<file path="src/rtl/dmod_pkg.sv">
package dmod_pkg;
  localparam int A_W  = 6;
  localparam int B_W  = 13;
  localparam int PS_W = 2;
  localparam int PC_W = 7;

  typedef struct packed {
    logic [PS_W-1:0] ps;
    logic [A_W-1:0]  a;
    logic [B_W-1:0]  b;
  } dmod_cfg_t;

  // Base modulus P for a select code: 8 shifted left by the code
  function automatic logic [PC_W-1:0] base_mod(input logic [PS_W-1:0] ps);
    return PC_W'(8) << ps;
  endfunction

  // A setting is usable when the main count covers the swallow count
  function automatic logic cfg_usable(input logic [A_W-1:0] a, input logic [B_W-1:0] b);
    return (b != '0) && (b >= B_W'(a));
  endfunction
endpackage

</file>
<file path="src/rtl/dmod_cfg.sv">
module dmod_cfg
  import dmod_pkg::*;
#(
  parameter logic [PS_W-1:0] DEF_PS = '0,
  parameter logic [A_W-1:0]  DEF_A  = '0,
  parameter logic [B_W-1:0]  DEF_B  = B_W'(1)
) (
  input  logic            clk,
  input  logic            rst_n,
  input  logic            load,
  input  logic [PS_W-1:0] ps_in,
  input  logic [A_W-1:0]  a_in,
  input  logic [B_W-1:0]  b_in,
  input  logic            cycle_end,
  output dmod_cfg_t       act,
  output dmod_cfg_t       nxt,
  output logic            bad
);
  localparam dmod_cfg_t DEF_CFG = '{ps: DEF_PS, a: DEF_A, b: DEF_B};

  dmod_cfg_t pend;
  logic      pend_v;
  logic      ok_now;

  assign ok_now = cfg_usable(a_in, b_in);
  assign nxt    = pend_v ? pend : act;

  always_ff @(posedge clk or negedge rst_n) begin
    if (!rst_n) begin
      act    <= DEF_CFG;
      pend   <= DEF_CFG;
      pend_v <= 1'b0;
      bad    <= 1'b0;
    end else begin
      bad <= load && !ok_now;
      if (cycle_end) begin
        act <= nxt;
      end
      if (load && ok_now) begin
        pend   <= '{ps: ps_in, a: a_in, b: b_in};
        pend_v <= 1'b1;
      end else if (cycle_end) begin
        pend_v <= 1'b0;
      end
    end
  end
endmodule

</file>
<file path="src/rtl/dmod_prescaler.sv">
module dmod_prescaler
  import dmod_pkg::*;
(
  input  logic            clk,
  input  logic            rst_n,
  input  logic [PS_W-1:0] ps,
  input  logic            mod_hi,
  output logic            pres_tc
);
  logic [PC_W-1:0] pcnt;
  logic [PC_W-1:0] last;

  assign last    = base_mod(ps) - PC_W'(1) + PC_W'(mod_hi);
  assign pres_tc = (pcnt == last);

  always_ff @(posedge clk or negedge rst_n) begin
    if (!rst_n)       pcnt <= '0;
    else if (pres_tc) pcnt <= '0;
    else              pcnt <= pcnt + PC_W'(1);
  end
endmodule

</file>
<file path="src/rtl/dmod_counters.sv">
module dmod_counters
  import dmod_pkg::*;
#(
  parameter logic [A_W-1:0] DEF_A = '0,
  parameter logic [B_W-1:0] DEF_B = B_W'(1)
) (
  input  logic           clk,
  input  logic           rst_n,
  input  logic           pres_tc,
  input  logic [A_W-1:0] nxt_a,
  input  logic [B_W-1:0] nxt_b,
  output logic           mod_hi,
  output logic           term
);
  logic [A_W-1:0] a_left;
  logic [B_W-1:0] b_left;

  assign mod_hi = (a_left != '0);
  assign term   = pres_tc && (b_left == '0);

  always_ff @(posedge clk or negedge rst_n) begin
    if (!rst_n) begin
      a_left <= DEF_A;
      b_left <= DEF_B - B_W'(1);
    end else if (term) begin
      a_left <= nxt_a;
      b_left <= nxt_b - B_W'(1);
    end else if (pres_tc) begin
      b_left <= b_left - B_W'(1);
      if (mod_hi) a_left <= a_left - A_W'(1);
    end
  end
endmodule

</file>
<file path="src/rtl/dmod_div_top.sv">
module dmod_div_top
  import dmod_pkg::*;
#(
  parameter logic [PS_W-1:0] DEF_PS = '0,
  parameter logic [A_W-1:0]  DEF_A  = '0,
  parameter logic [B_W-1:0]  DEF_B  = B_W'(1)
) (
  input  logic            clk,
  input  logic            rst_n,
  input  logic            load,
  input  logic [1:0]      psel_in,
  input  logic [5:0]      a_in,
  input  logic [12:0]     b_in,
  output logic            mod_ctl,
  output logic            div_out,
  output logic            cfg_bad
);
  dmod_cfg_t act, nxt;
  logic      pres_tc;
  logic      term;
  // Named internal events for the checker
  logic [A_W-1:0]  act_a;
  logic [B_W-1:0]  act_b;
  logic [PS_W-1:0] act_ps;

  assign act_a  = act.a;
  assign act_b  = act.b;
  assign act_ps = act.ps;

  dmod_cfg #(.DEF_PS(DEF_PS), .DEF_A(DEF_A), .DEF_B(DEF_B)) u_cfg (
    .clk(clk), .rst_n(rst_n), .load(load), .ps_in(psel_in), .a_in(a_in),
    .b_in(b_in), .cycle_end(term), .act(act), .nxt(nxt), .bad(cfg_bad)
  );

  dmod_prescaler u_pres (
    .clk(clk), .rst_n(rst_n), .ps(act.ps), .mod_hi(mod_ctl), .pres_tc(pres_tc)
  );

  dmod_counters #(.DEF_A(DEF_A), .DEF_B(DEF_B)) u_cnt (
    .clk(clk), .rst_n(rst_n), .pres_tc(pres_tc), .nxt_a(nxt.a), .nxt_b(nxt.b),
    .mod_hi(mod_ctl), .term(term)
  );

  assign div_out = term;
endmodule

</file>
<file path="config.mk">
export PLATFORM = sky130hd
export DESIGN_NAME = dmod_div_top
export DESIGN_NICKNAME = d
export VERILOG_FILES = /design/src/rtl/dmod_pkg.sv /design/src/rtl/dmod_cfg.sv /design/src/rtl/dmod_prescaler.sv /design/src/rtl/dmod_counters.sv /design/src/rtl/dmod_div_top.sv
export SDC_FILE = /design/constraint.sdc
export NUM_CORES = 1
export LEC_CHECK = 0
export BUFFER_PORTS_ARGS = -buffer_cell sky130_fd_sc_hd__buf_2
export CAP_MARGIN = 20
export CORE_ASPECT_RATIO = 1.4
export CORE_MARGIN = 3
export CORE_UTILIZATION = 56
export CTS_BUF_LIST = sky130_fd_sc_hd__clkbuf_8
export DETAILED_ROUTE_END_ITERATION = 6
export PLACE_DENSITY = 0.75
export SYNTH_ARGS = -nofsm -noshare
export SYNTH_HDL_FRONTEND = slang
export SYNTH_SLANG_ARGS = --single-unit
</file>
<file path="constraint.sdc">
create_clock -name clk -period 5.4 [get_ports clk]
set_input_delay 1.08 -clock clk [delete_from_list [all_inputs] [get_ports clk]]
set_output_delay 1.08 -clock clk [all_outputs]
set_load 0.01 [all_outputs]
</file>
; ---- After elaboration in Yosys (flattened, before gate mapping)
; Index checks and enable logic that the tools add are counted.
[totals]
ff_bits = 70
input_bits = 24
out_inout_bits = 3
elab_cells = 42
[classes]
addsub = 6
order_cmp = 1
eq_ne = 1
n_shift = 1
mux = 9
n_reduce_logical = 13
[op_table]
columns = op, n
row1 = two-way mux 13 bit, 2
row2 = "subtractor 13 x 1 -> 13 bit, second input constant", 2
row3 = two-way mux 19 bit, 1
row4 = two-way mux 6 bit, 3
row5 = >= comparator 13 x 6 -> 1 bit, 1
row6 = logical NOT 13 bit, 1
row7 = nonzero test 13 bit, 1
row8 = adder 7 x 1 -> 7 bit, 1
row9 = "adder 7 x 1 -> 7 bit, second input constant", 1
row10 = == test 7 bit, 1
row11 = two-way mux 7 bit, 1
row12 = "left shift 4 x 2 -> 7 bit, first input constant", 1
row13 = "subtractor 7 x 1 -> 7 bit, second input constant", 1
row14 = nonzero test 2 bit, 3
row15 = nonzero test 6 bit, 1
row16 = "subtractor 6 x 1 -> 6 bit, second input constant", 1
row17 = logical AND 1 bit, 4
row18 = AND reduction 2 bit, 2
row19 = two-way mux 1 bit, 2
row20 = logical NOT 1 bit, 1

; ---- Longest topological paths before layout
; Gate-level depths: netlist (run 1).
[depth]
depth_word = 7
mapped_depth = 21
depth_no_buf = 19

; ---- By module
; From an unflattened synthesis (run 1), not the netlist that was laid out.
[hier_totals]
hier_cells = 446
area_unflattened_um2 = 4257.8
[by_module_without_submodules]
columns = module, n_inst, cells_per_inst, area_each_um2, seq_area_each_um2
row1 = dmod_cfg, 1, 233, 2464.9, 1103.6
row2 = dmod_counters, 1, 169, 1363.8, 475.5
row3 = dmod_prescaler, 1, 44, 429.2, 175.2

; ---- Least setup slack after synthesis (run 1)
; Ideal clock, no wire load.
[synth_path]
kind = register to register
startpoint = reg u_cnt.a_left[0]
endpoint = reg u_cnt.b_left[10]
setup_ns = 0.121
arrival_time_ns = 3.922
required_time_ns = 5.279
setup_slack_ns = 1.357
path_stages_with_launch = 22
path_buffers = 2
synth_period_minus_slack_ns = 4.043
cell_sequence = dfrtp_1 inv_1 ha_1 or4b_4 nor2_2 ha_1 xor2_1 xnor2_1 nor4b_2 or2_1 buf_6 nand3_4 inv_4 buf_2 a21oi_1 ha_1 nor2b_1 nand3_1 or3_1 o21ai_0 o31ai_1 a22o_1
[synth_via]
elab_chain_cells = 5
word_cells_on_any_way = 6
classes_between = add/sub (1) / eq/ne (1) / mux (1) / reduce/logical (3)
[synth_rtl]
columns = element, line
row1 = start: declaration, dmod_counters.sv:15  ; logic [A_W-1:0] a_left;
row2 = start signal: assignment, dmod_counters.sv:26  ; a_left <= nxt_a;
row3 = start signal: assignment, dmod_counters.sv:30  ; if (mod_hi) a_left <= a_left - A_W'(1);
row4 = nonzero test 6 bit *, dmod_counters.sv:18  ; assign mod_hi = (a_left != '0);
row5 = adder 7 x 1 -> 7 bit *, dmod_prescaler.sv:13  ; assign last = base_mod(ps) - PC_W'(1) + PC_W'(mod_hi);
row6 = == test 7 bit *, dmod_prescaler.sv:14  ; assign pres_tc = (pcnt == last);
row7 = logical AND 1 bit *, dmod_counters.sv:19  ; assign term = pres_tc && (b_left == '0);
row8 = via div_out, dmod_div_top.sv:15  ; output logic div_out,
row9 = two-way mux 13 bit or nonzero test 2 bit (tied branches), n/a
row10 = end signal: assignment, dmod_counters.sv:24  ; b_left <= DEF_B - B_W'(1);
row11 = end signal: assignment, dmod_counters.sv:27  ; b_left <= nxt_b - B_W'(1);
row12 = end signal: assignment, dmod_counters.sv:29  ; b_left <= b_left - B_W'(1);
row13 = end: declaration, dmod_counters.sv:16  ; logic [B_W-1:0] b_left;
; The timed path passes the listed nets; every way through them passes the cells marked *.
; A chain may end at the register's enable or synchronous reset.

; ---- Worst setup path after layout (run 1)
[layout_path]
startpoint = reg u_cnt.a_left[0]
endpoint = out div_out
[layout_via]
elab_chain_cells = 4
[layout_rtl]
columns = element, line
row1 = nonzero test 6 bit, dmod_counters.sv:18
row2 = adder 7 x 1 -> 7 bit, dmod_prescaler.sv:13
row3 = == test 7 bit, dmod_prescaler.sv:14
row4 = logical AND 1 bit, dmod_counters.sv:19
row5 = end: declaration, dmod_div_top.sv:15
; No other way between the ends.

==> results.tsv, run 1 <==
metric	value	unit
Syn Std Cell Area	0.00403	mm^2
Synth Area in Simple Gates	0.185	
number of global-route vias before repair	3243	
setup TNS	0	ns
count of boundary I/O pins	27	
CP max stage delay	0.50	ns
CP Data Required Time	4.32	ns
commonest cells after routing, fill and taps aside	dfrtp_1, nor2_1, nand2_1, mux2_2, buf_2	
CP cell instances	inv_1 -> ha_1 -> or4b_4 -> nor2_2 -> ha_1 -> xor2_1 -> nand2b_1 -> nor4b_2 -> or2_1 -> nand3_4 -> inv_4 -> buf_2	
Synth Area in Adders	0.0310	
Yosys top cell by area	dfrtp_1	
Peak supply drop	0.233	mV
Port-buffer cells	26	
clock latency on the worst-skew pair	0.36	ns
Fin. Hold Viols	0	
Synth Register Bits	70	
Die Y	106	um
total track usage	0.238	
Rel. slew slack	0.426	
commonest non-fill, non-tap cell in the layout	dfrtp_1	
Startpoint Class	flip-flop	
DR vias/cell	6.01	
Filler Cells Inserted	557	
worst clock skew	0.00823	ns
Iter 0 DRT Violations	216	
antenna violations before repair	0	
hold path start	u_pres.pcnt[0]	
R2R Path End	u_cnt.b_left[10]	
TritonCTS clock tree	built	
slowest cell on the critical path	or4b_4	
kind of critical path	reg -> out	
HPWL Detailed	6450	um
die area	0.00827	mm^2
Tcrit/Tclk final	0.837	
FF-to-FF path depth	19	
unrepaired setup endpoints after global routing	false	
outcome	completed	
Sink Count	70	
Reg clk slew, reported paths	0.07	ns
critical path arrival	3.44	ns
CTS resizes	0	
Multi-input gate area	0.00215	mm^2
crit-path max FO	18	
clk buf depth	2	
layout cells sized above 1	0.236	
number of standard cells after synthesis	401	
# Max-Cap Violations	0	
final setup fails	0	
Num CTS Buffers	9	
First-pass DRT Iterations	4	
number of synthesized flops with an enable pin	0	
main combinational cell family by area after synthesis	simple AND/OR/NAND/NOR gates	
Post-Synth XOR/XNOR Area	0.0196	
worst reg2reg setup slack	0.99	ns
number of cell rows	36	
Yosys top cell area share	0.422	
register area	0.00175	mm^2
core area	0.00698	mm^2
WL final	8920	um
Slew Limit Fails	0	
grt total ovfl	0	
Hold Buf Count CTS	0	
fin crit period	4.52	ns
Buf+Inv Stages, Crit Path	3	
final core utilization	0.641	
largest net degree at the start of global routing	71	
post-synthesis async set-or-reset flop share	1.00	
drt drc	0	
leak pwr	0.00197	uW
Critical Path End Type	output pin	
CP delay by family, top	simple AND/OR/NAND/NOR gates	
GPL Wtd Cong	0.892	
post-CTS setup buffer count	0	
H-tree depth	3	
Area Growth Syn to Fin	11.1	%
Initial Utilization	0.577	
detailed-route via count	3172	
Nets	462	
dominant synthesized flop cell	dfrtp_1	
Critical R2R Launch	u_cnt.a_left[0]	
CP Depth	12	
worst setup path endpoint	div_out	
synthesized net count	435	
Synth cell types	67	
mux share of post-synthesis cell area	0.148	
register area share after synthesis	0.435	
Synth Area in Compound Gates	0.147	
HP Class	reg -> reg	
Crit path top cell by count	ha_1	
Root Buffer	clkbuf_8	
dominant cells by area after synthesis	dfrtp_1, mux2_2, mux2_4	
first element of the critical path	u_cnt.a_left[0]	
DRT antenna net count	0	
mean area per synthesized cell	10.1	um^2
Synthesis Warnings	0	
Worst-Margin Slew	0.861	ns
first-pass GRT wire length	15600	um
Die Width	77.7	um
PD cells	361	mW/mm^2
n_diodes	0	
upper clock frequency limit	221	MHz
Routed WL per cell	16.9	um
-- cell usage after synthesis, types with 2 or more instances --
| library cell | number |
|---|---|
| mux2i_1 | 12 |
| xor2_1 | 4 |
| nor3_1 | 15 |
| or2_2 | 3 |
| or3_1 | 9 |
| a21oi_1 | 22 |
| or4_1 | 2 |
| ha_1 | 10 |
| nor4_1 | 5 |
| mux2_2 | 28 |
| nor2_2 | 3 |
| o31ai_1 | 7 |
| nor2b_1 | 5 |
| buf_2 | 3 |
| o21ai_0 | 17 |
| o2111ai_1 | 4 |
| dfstp_2 | 2 |
| a22o_1 | 7 |
| clkbuf_1 | 6 |
| inv_1 | 16 |
| nor2_1 | 39 |
| dfrtp_1 | 68 |
| a31oi_1 | 2 |
| o22ai_1 | 3 |
| a41oi_1 | 2 |
| a21o_1 | 2 |
| mux2_4 | 10 |
| or3b_2 | 2 |
| nand2b_1 | 3 |
| a211oi_1 | 3 |
| xnor2_1 | 5 |
| buf_6 | 2 |
| nand3_1 | 12 |
| nand2_1 | 35 |
-- kinds of logic after synthesis --
family / after synthesis
fa+ha+maj: 10
simple gates: 146
buf+inv: 30
compound gates: 85
flops: 70
mux: 51
xor+xnor: 9
-- metal layers --
metal | share of wire | GRT usage
met4 | 0.044 | 0.137
met5 | 0 | 0
met1 | 0.42 | 0.299
met2 | 0.49 | 0.379
met3 | 0.041 | 0.0458
-- layout make-up --
| type | instances | share of cell area |
|---|---|---|
| flip-flops and latches | 70 | 0.392 |
| inverters | 17 | 0.0148 |
| multi-input cells | 301 | 0.479 |
| repair buffers | 29 | 0.0358 |
| clock buffers | 11 | 0.0338 |
| clock inverters | 5 | 0.0182 |
| well taps | 95 | 0.0265 |
-- sequential cells by signal, summed over array words and instances, names as in the netlist --
register	count
u_cfg.pend	21
u_pres.pcnt	7
u_cfg.bad	1
u_cnt.a_left	6
u_cnt.b_left	13
u_cfg.act	21
u_cfg.pend_v	1
-- worst min-delay path by stage --
| stage | endpoint | slack (ns) | cells past startpoint |
|---|---|---|---|
| 5_1_grt | u_cfg.pend[20] | 0.53 | 1 |
| 4_1_cts | u_pres.pcnt[0] | 0.50 | 1 |
| 2_1_floorplan | u_pres.pcnt[0] | 0.46 | 1 |
| 6_report | u_pres.pcnt[0] | 0.49 | 1 |
| 3_5_place_dp | u_pres.pcnt[0] | 0.49 | 1 |
| 3_3_place_gp | u_pres.pcnt[0] | 0.48 | 1 |
-- per-stage QoR --
stage / hold WS, ns / power, uW / instance area (um^2) / worst slack (ns) / instances
after global routing: 0.530 / 1720 / 4480 / 0.631 / 528
after floorplan: 0.455 / 1030 / 4030 / 1.36 / 401
after global placement: 0.482 / 1110 / 4230 / 1.23 / 511
after detailed placement: 0.491 / 1130 / 4230 / 1.01 / 511
after CTS: 0.501 / 1620 / 4460 / 0.873 / 527
final: 0.495 / 1620 / 4480 / 0.881 / 528
-- power by group --
| part | switching [uW] | total (uW) | internal [uW] |
|---|---|---|---|
| registers | 104 | 732 | 628 |
| clock network | 207 | 492 | 285 |
| logic | 215 | 393 | 178 |
| total | 526 | 1620 | 1090 |
Power figures use the tool's default switching activity.
==> run 2, diff against run 1 <==
--- a/config.mk
+++ b/config.mk
@@ -5,6 +5,7 @@
 export SDC_FILE = /design/constraint.sdc
 export NUM_CORES = 1
 export LEC_CHECK = 0
+export ABC_AREA = 1
 export BUFFER_PORTS_ARGS = -buffer_cell sky130_fd_sc_hd__buf_2
 export CAP_MARGIN = 20
 export CORE_ASPECT_RATIO = 1.4
@@ -12,7 +13,7 @@
 export CORE_UTILIZATION = 56
 export CTS_BUF_LIST = sky130_fd_sc_hd__clkbuf_8
 export DETAILED_ROUTE_END_ITERATION = 6
-export PLACE_DENSITY = 0.75
+export PLACE_DENSITY = 0.78
 export SYNTH_ARGS = -nofsm -noshare
 export SYNTH_HDL_FRONTEND = slang
 export SYNTH_SLANG_ARGS = --single-unit
==> constraint.sdc (replaced) <==
create_clock -name clk -period 3.8 [get_ports clk]
set_input_delay 0.76 -clock clk [delete_from_list [all_inputs] [get_ports clk]]
set_output_delay 0.76 -clock clk [all_outputs]
set_load 0.01 [all_outputs]
==> results.tsv, run 2 <==
metric	value	unit	change
Synthesis Warnings	0		unchanged
count of boundary I/O pins	27		unchanged
Hold Buf Count CTS	0		unchanged
Iter 0 DRT Violations	189		was 216
Worst-Margin Slew	0.859	ns	was 0.861 ns
GPL Wtd Cong	0.816		was 0.892
unrepaired setup endpoints after global routing	false		unchanged
Slew Limit Fails	0		unchanged
WL final	8020	um	was 8920 um
number of global-route vias before repair	3108		was 3,243
core area	0.00670	mm^2	was 0.00698 mm^2
number of synthesized flops with an enable pin	0		unchanged
Synth cell types	45		was 67
Syn Std Cell Area	0.00391	mm^2	was 0.00403 mm^2
Nets	554		was 462
register area share after synthesis	0.448		was 0.435
clk buf depth	2		unchanged
largest net degree at the start of global routing	39		was 71
PD cells	578	mW/mm^2	was 361 mW/mm^2
commonest cells after routing, fill and taps aside	nand2_1, inv_1, dfrtp_1, o21ai_0, nor2_1		was dfrtp_1, nor2_1, nand2_1, mux2_2, buf_2
n_diodes	0		unchanged
Startpoint Class	flip-flop		unchanged
Die Y	105	um	was 106 um
number of cell rows	35		was 36
number of standard cells after synthesis	491		was 401
upper clock frequency limit	292	MHz	
Fin. Hold Viols	0		unchanged
crit-path max FO	19		was 18
Reg clk slew, reported paths	0.08	ns	was 0.07 ns
Rel. slew slack	0.423		was 0.426
antenna violations before repair	0		unchanged
grt total ovfl	0		unchanged
Filler Cells Inserted	574		was 557
Routed WL per cell	13.0	um	was 16.9 um
critical path arrival	2.67	ns	was 3.44 ns
fin crit period	3.43	ns	
total track usage	0.218		was 0.238
most common cell in the netlist	nand2_1		was dfrtp_1
worst clock skew	0.0104	ns	was 0.00823 ns
drt drc	0		unchanged
Commonest cells post-synth	nand2_1, inv_1, dfrtp_1, o21ai_0, nor2_1		was dfrtp_1, nor2_1, nand2_1, mux2_2, a21oi_1
setup TNS	0	ns	unchanged
TritonCTS clock tree	built		unchanged
Top Registers	u_cfg.act (21), u_cfg.pend (21), u_cnt.b_left (13)		unchanged
layout cells sized above 1	0.164		was 0.236
final setup fails	0		unchanged
First-pass DRT Iterations	4		unchanged
detailed-route via count	3186		was 3,172
HP Class	reg -> reg		unchanged
Sink Count	70		unchanged
final core utilization	0.644		was 0.641
Area Growth Syn to Fin	10.4	%	was 11.1%
Critical Path End Type	output pin		unchanged
commonest non-fill, non-tap cell in the layout	nand2_1		was dfrtp_1
kind of critical path	reg -> out		unchanged
DRT antenna net count	0		unchanged
dominant synthesized flop cell	dfrtp_1		unchanged
Die Width	76.6	um	was 77.7 um
Initial Utilization	0.584		was 0.577
mean area per synthesized cell	7.97	um^2	was 10.1 um^2
clock latency on the worst-skew pair	0.35	ns	was 0.36 ns
H-tree depth	3		unchanged
Yosys top cell by area	dfrtp_1		unchanged
Peak supply drop	0.450	mV	was 0.233 mV
# Max-Cap Violations	0		unchanged
leak pwr	0.00216	uW	was 0.00197 uW
DR vias/cell	5.16		was 6.01
CP Data Required Time	3.04	ns	was 4.32 ns
outcome	completed		unchanged
Tcrit/Tclk final	0.902		
dominant cells by area after synthesis	dfrtp_1, nand2_1, inv_1		was dfrtp_1, mux2_2, mux2_4
Yosys top cell area share	0.435		was 0.422
Synth Register Bits	70		unchanged
Root Buffer	clkbuf_8		unchanged
first-pass GRT wire length	14000	um	was 15,600 um
HPWL Detailed	6050	um	was 6450 um
die area	0.00804	mm^2	was 0.00827 mm^2
Port-buffer cells	26		unchanged
Num CTS Buffers	9		unchanged
post-CTS setup buffer count	0		unchanged
synthesized net count	525		was 435
CTS resizes	0		unchanged
post-synthesis async set-or-reset flop share	1.00		unchanged
-- run 2: cell count changes after synthesis, moves of 12 or more --
cell     previous run  this run
a21oi_1            22         5
inv_1              16        70
mux2_2             28         0
mux2i_1            12         0
nand2_1            35       126
o21ai_0            17        52
-- run 2: cell families (layout without fill, tap and decap cells) --
logic type,Yosys count,after routing,synth area share
flip-flops,70,70,0.448
XOR/XNOR,12,12,0.0269
AND/OR/NAND/NOR,226,226,0.274
AO/OA/AOI/OAI,85,85,0.126
buffers and inverters,88,122,0.0927
adder cells (fa/ha/maj),10,10,0.0320
-- run 2: path summary, 6_finish.rpt --
kind / startpoint / to / slack [ns] / cells after the start
hold / removal: u_cfg.pend[12] / u_cfg.pend[12] / 0.47 / 2
min in group asynchronous: rst_n / u_pres.pcnt[6] / 0.51 / 1
max in group asynchronous: rst_n / u_cfg.act[0] / 2.47 / 2
hold reg to reg: u_cfg.pend[12] / u_cfg.pend[12] / 0.47 / 2
setup reg to reg: u_cnt.a_left[0] / u_cnt.b_left[12] / 0.66 / 19
setup / recovery: u_cnt.a_left[0] / div_out / 0.37 / 14
-- run 2: stage by stage --
stage	area, um^2	cells	worst slack, ns	total power, uW	hold WS (ns)
final	4320	617	0.371	2490	0.474
after global routing	4320	617	0.170	2680	0.514
after detailed placement	4120	601	0.685	1890	0.462
after global placement	4120	601	0.775	1860	0.458
after floorplan	3910	491	0.668	1700	0.442
after CTS	4320	617	0.350	2500	0.481
-- run 2: metal layers --
metal,share of wire,track usage,wire length (um),vias to the layer above
li1,-,-,-,1630
met1,0.44,0.266,3540,1489
met2,0.51,0.380,4080,59
met3,0.037,0.0448,299,8
met4,0.013,0.0764,106,0
met5,0,0,0,-
-- run 2: critical path, cell delays in order, from the launching register on --
cell and delay [ns]:
dfrtp_1 0.38, inv_1 0.11, ha_1 0.24, nand3_2 0.10
inv_1 0.07, ha_1 0.16, inv_1 0.04, nand2_1 0.07
nand3_1 0.10, a21oi_1 0.25, nand3_4 0.13, nor2_8 0.30
nand2_4 0.13, inv_2 0.12, buf_2 0.13
-- run 2: area by class of cell --
class	count	area, um^2	area share
Clock buffer	9	124	0.0287
Sequential cell	70	1750	0.406
Clock inverter	7	73.8	0.0171
Tap cell	92	115	0.0267
Timing Repair Buffer	32	175	0.0406
Inverter	74	280	0.0649
Multi-Input combinational cell	333	1800	0.416
-- run 2: report_power, final --
part / total, uW / switching [uW] / leakage (uW) / internal (uW)
Clock: 607 / 303 / 0.0000879 / 304
Combinational: 829 / 510 / 0.00123 / 319
Sequential: 1060 / 139 / 0.000840 / 920
==> run 3, diff against run 2 <==
==> constraint.sdc (replaced) <==
create_clock -name clk -period 2.9 [get_ports clk]
set_input_delay 0.58 -clock clk [delete_from_list [all_inputs] [get_ports clk]]
set_output_delay 0.58 -clock clk [all_outputs]
set_load 0.01 [all_outputs]
==> results.tsv, run 3 (synthesis results as in run 2) <==
metric	value	unit	change
Die Y	105	um	unchanged
Startpoint Class	flip-flop		unchanged
number of cell rows	35		unchanged
drt drc	0		unchanged
DRT antenna net count	0		unchanged
Slew Limit Fails	0		unchanged
Nets	564		was 554
antenna violations before repair	0		unchanged
commonest cells after routing, fill and taps aside	nand2_1, dfrtp_1, inv_1, o21ai_0, nor2_1		was nand2_1, inv_1, dfrtp_1, o21ai_0, nor2_1
final setup fails	0		unchanged
count of boundary I/O pins	27		unchanged
register area	0.00175	mm^2	unchanged
Rel. slew slack	0.593		was 0.423
PD cells	760	mW/mm^2	was 578 mW/mm^2
Port-buffer cells	26		unchanged
die area	0.00804	mm^2	unchanged
# Max-Cap Violations	0		unchanged
Critical Path End Type	output pin		unchanged
critical path arrival	2.20	ns	was 2.67 ns
fin crit period	2.78	ns	
Initial Utilization	0.584		unchanged
H-tree depth	3		unchanged
Sink Count	70		unchanged
Multi-input gate area	0.00184	mm^2	was 0.00180 mm^2
upper clock frequency limit	359	MHz	
Root Buffer	clkbuf_8		unchanged
Area Growth Syn to Fin	14.4	%	was 10.4%
First-pass DRT Iterations	4		unchanged
first-pass GRT wire length	14700	um	was 14,000 um
GPL Wtd Cong	0.900		was 0.816
Iter 0 DRT Violations	246		was 189
worst clock skew	0.0122	ns	was 0.0104 ns
commonest non-fill, non-tap cell in the layout	nand2_1		unchanged
detailed-route via count	3301		was 3,186
HP Class	in -> async		was reg -> reg
kind of critical path	reg -> out		unchanged
largest net degree at the start of global routing	71		was 39
clock latency on the worst-skew pair	0.35	ns	about the same
Top Registers	u_cfg.act (21), u_cfg.pend (21), u_cnt.b_left (13)		unchanged
HPWL Detailed	6060	um	was 6050 um
Reg clk slew, reported paths	0.08	ns	about the same
Fin. Hold Viols	0		unchanged
grt total ovfl	0		unchanged
TritonCTS clock tree	built		unchanged
clk buf depth	2		unchanged
Tcrit/Tclk final	0.959		
n_diodes	0		unchanged
worst hold margin	0.228	ns	was 0.474 ns
Worst-Margin Slew	0.610	ns	was 0.859 ns
Area after DPL	0.00416	mm^2	was 0.00412 mm^2
WL final	8340	um	was 8020 um
number of global-route vias before repair	3319		was 3,108
total track usage	0.226		was 0.218
Num CTS Buffers	9		unchanged
slowest cell on the critical path	dfrtp_1		unchanged
CP Data Required Time	2.32	ns	was 3.04 ns
leak pwr	0.00222	uW	was 0.00216 uW
DR vias/cell	5.27		was 5.16
Peak supply drop	0.582	mV	was 0.450 mV
outcome	completed		unchanged
crit-path max FO	5		was 19
CP delay by family, top	simple AND/OR/NAND/NOR gates		unchanged
Buf+Inv Stages, Crit Path	5		unchanged
CP max stage delay	0.39	ns	was 0.38 ns
final instance area	0.00448	mm^2	was 0.00432 mm^2
Routed WL per cell	13.3	um	was 13.0 um
CP cell instances	inv_2 -> ha_4 -> nand3_2 -> inv_2 -> ha_4 -> inv_1 -> nand2_2 -> nand3_2 -> a21oi_2 -> nand3_4 -> nor2_8 -> nand2_8 -> inv_4 -> buf_6		was inv_1 -> ha_1 -> nand3_2 -> inv_1 -> ha_1 -> inv_1 -> nand2_1 -> nand3_1 -> a21oi_1 -> nand3_4 -> nor2_8 -> nand2_4 -> inv_2 -> buf_2
Die Width	76.6	um	unchanged
Filler Cells Inserted	516		was 574
core area	0.00670	mm^2	unchanged
layout cells sized above 1	0.195		was 0.164
-- run 3: cell type report --
type	instances	area share
clock buffer	9	0.0277
inverter	74	0.0632
multi-input combinational	333	0.412
tap	92	0.0257
timing repair buffer	42	0.0601
sequential	70	0.392
clock inverter	6	0.0196
-- run 3: final timing paths --
check	startpoint	to	slack, ns	cells after the start
max	u_cnt.a_left[0]	div_out	0.12	14
min	rst_n	u_cfg.act[20]	0.23	2
max reg2reg	u_cnt.a_left[0]	u_cnt.b_left[10]	0.21	21
min reg2reg	u_cfg.pend[7]	u_cfg.pend[7]	0.48	2
max in group asynchronous	rst_n	u_cfg.act[0]	2.32	2
min in group clk	psel_in[0]	u_cfg.pend[19]	0.45	3
-- run 3: per-layer routing --
metal | routed length (um) | up-vias | part of all wire | GRT usage
met5 | 0 | - | 0 | 0
met4 | 266 | 0 | 0.032 | 0.0997
met3 | 265 | 23 | 0.032 | 0.0466
met2 | 4280 | 72 | 0.51 | 0.391
met1 | 3530 | 1544 | 0.42 | 0.271
li1 | - | 1662 | - | -
-- run 3: timing repair --
action | 4_1_cts | 5_1_grt
setup endpoints to repair | 1 | 7
pin swaps | 3 | 6
resized for setup | 5 | 8
hold buffers | 0 | 0
buffers inserted | 2 | 5
endpoints found under the hold margin | 0 | 0
-- run 3: report_power, final --
part / internal, uW / total, uW / switching [uW] / leakage, uW
clock network: 479 / 844 / 365 / 0.000109
logic: 469 / 1170 / 705 / 0.00127
registers: 1210 / 1390 / 180 / 0.000840
total: 2150 / 3400 / 1250 / 0.00222
-- run 3: metrics by stage --
step,std cells,utilization,total power [uW],worst slack [ns],setup TNS [ns]
final,626,0.668,3400,0.118,0
after global routing,626,0.668,3680,-0.000848,-0.000848
after floorplan,491,-,2230,0.00737,0
after global placement,604,0.621,2440,0.253,0
after CTS,621,0.658,3370,0.0185,0
after detailed placement,604,0.621,2480,0.152,0
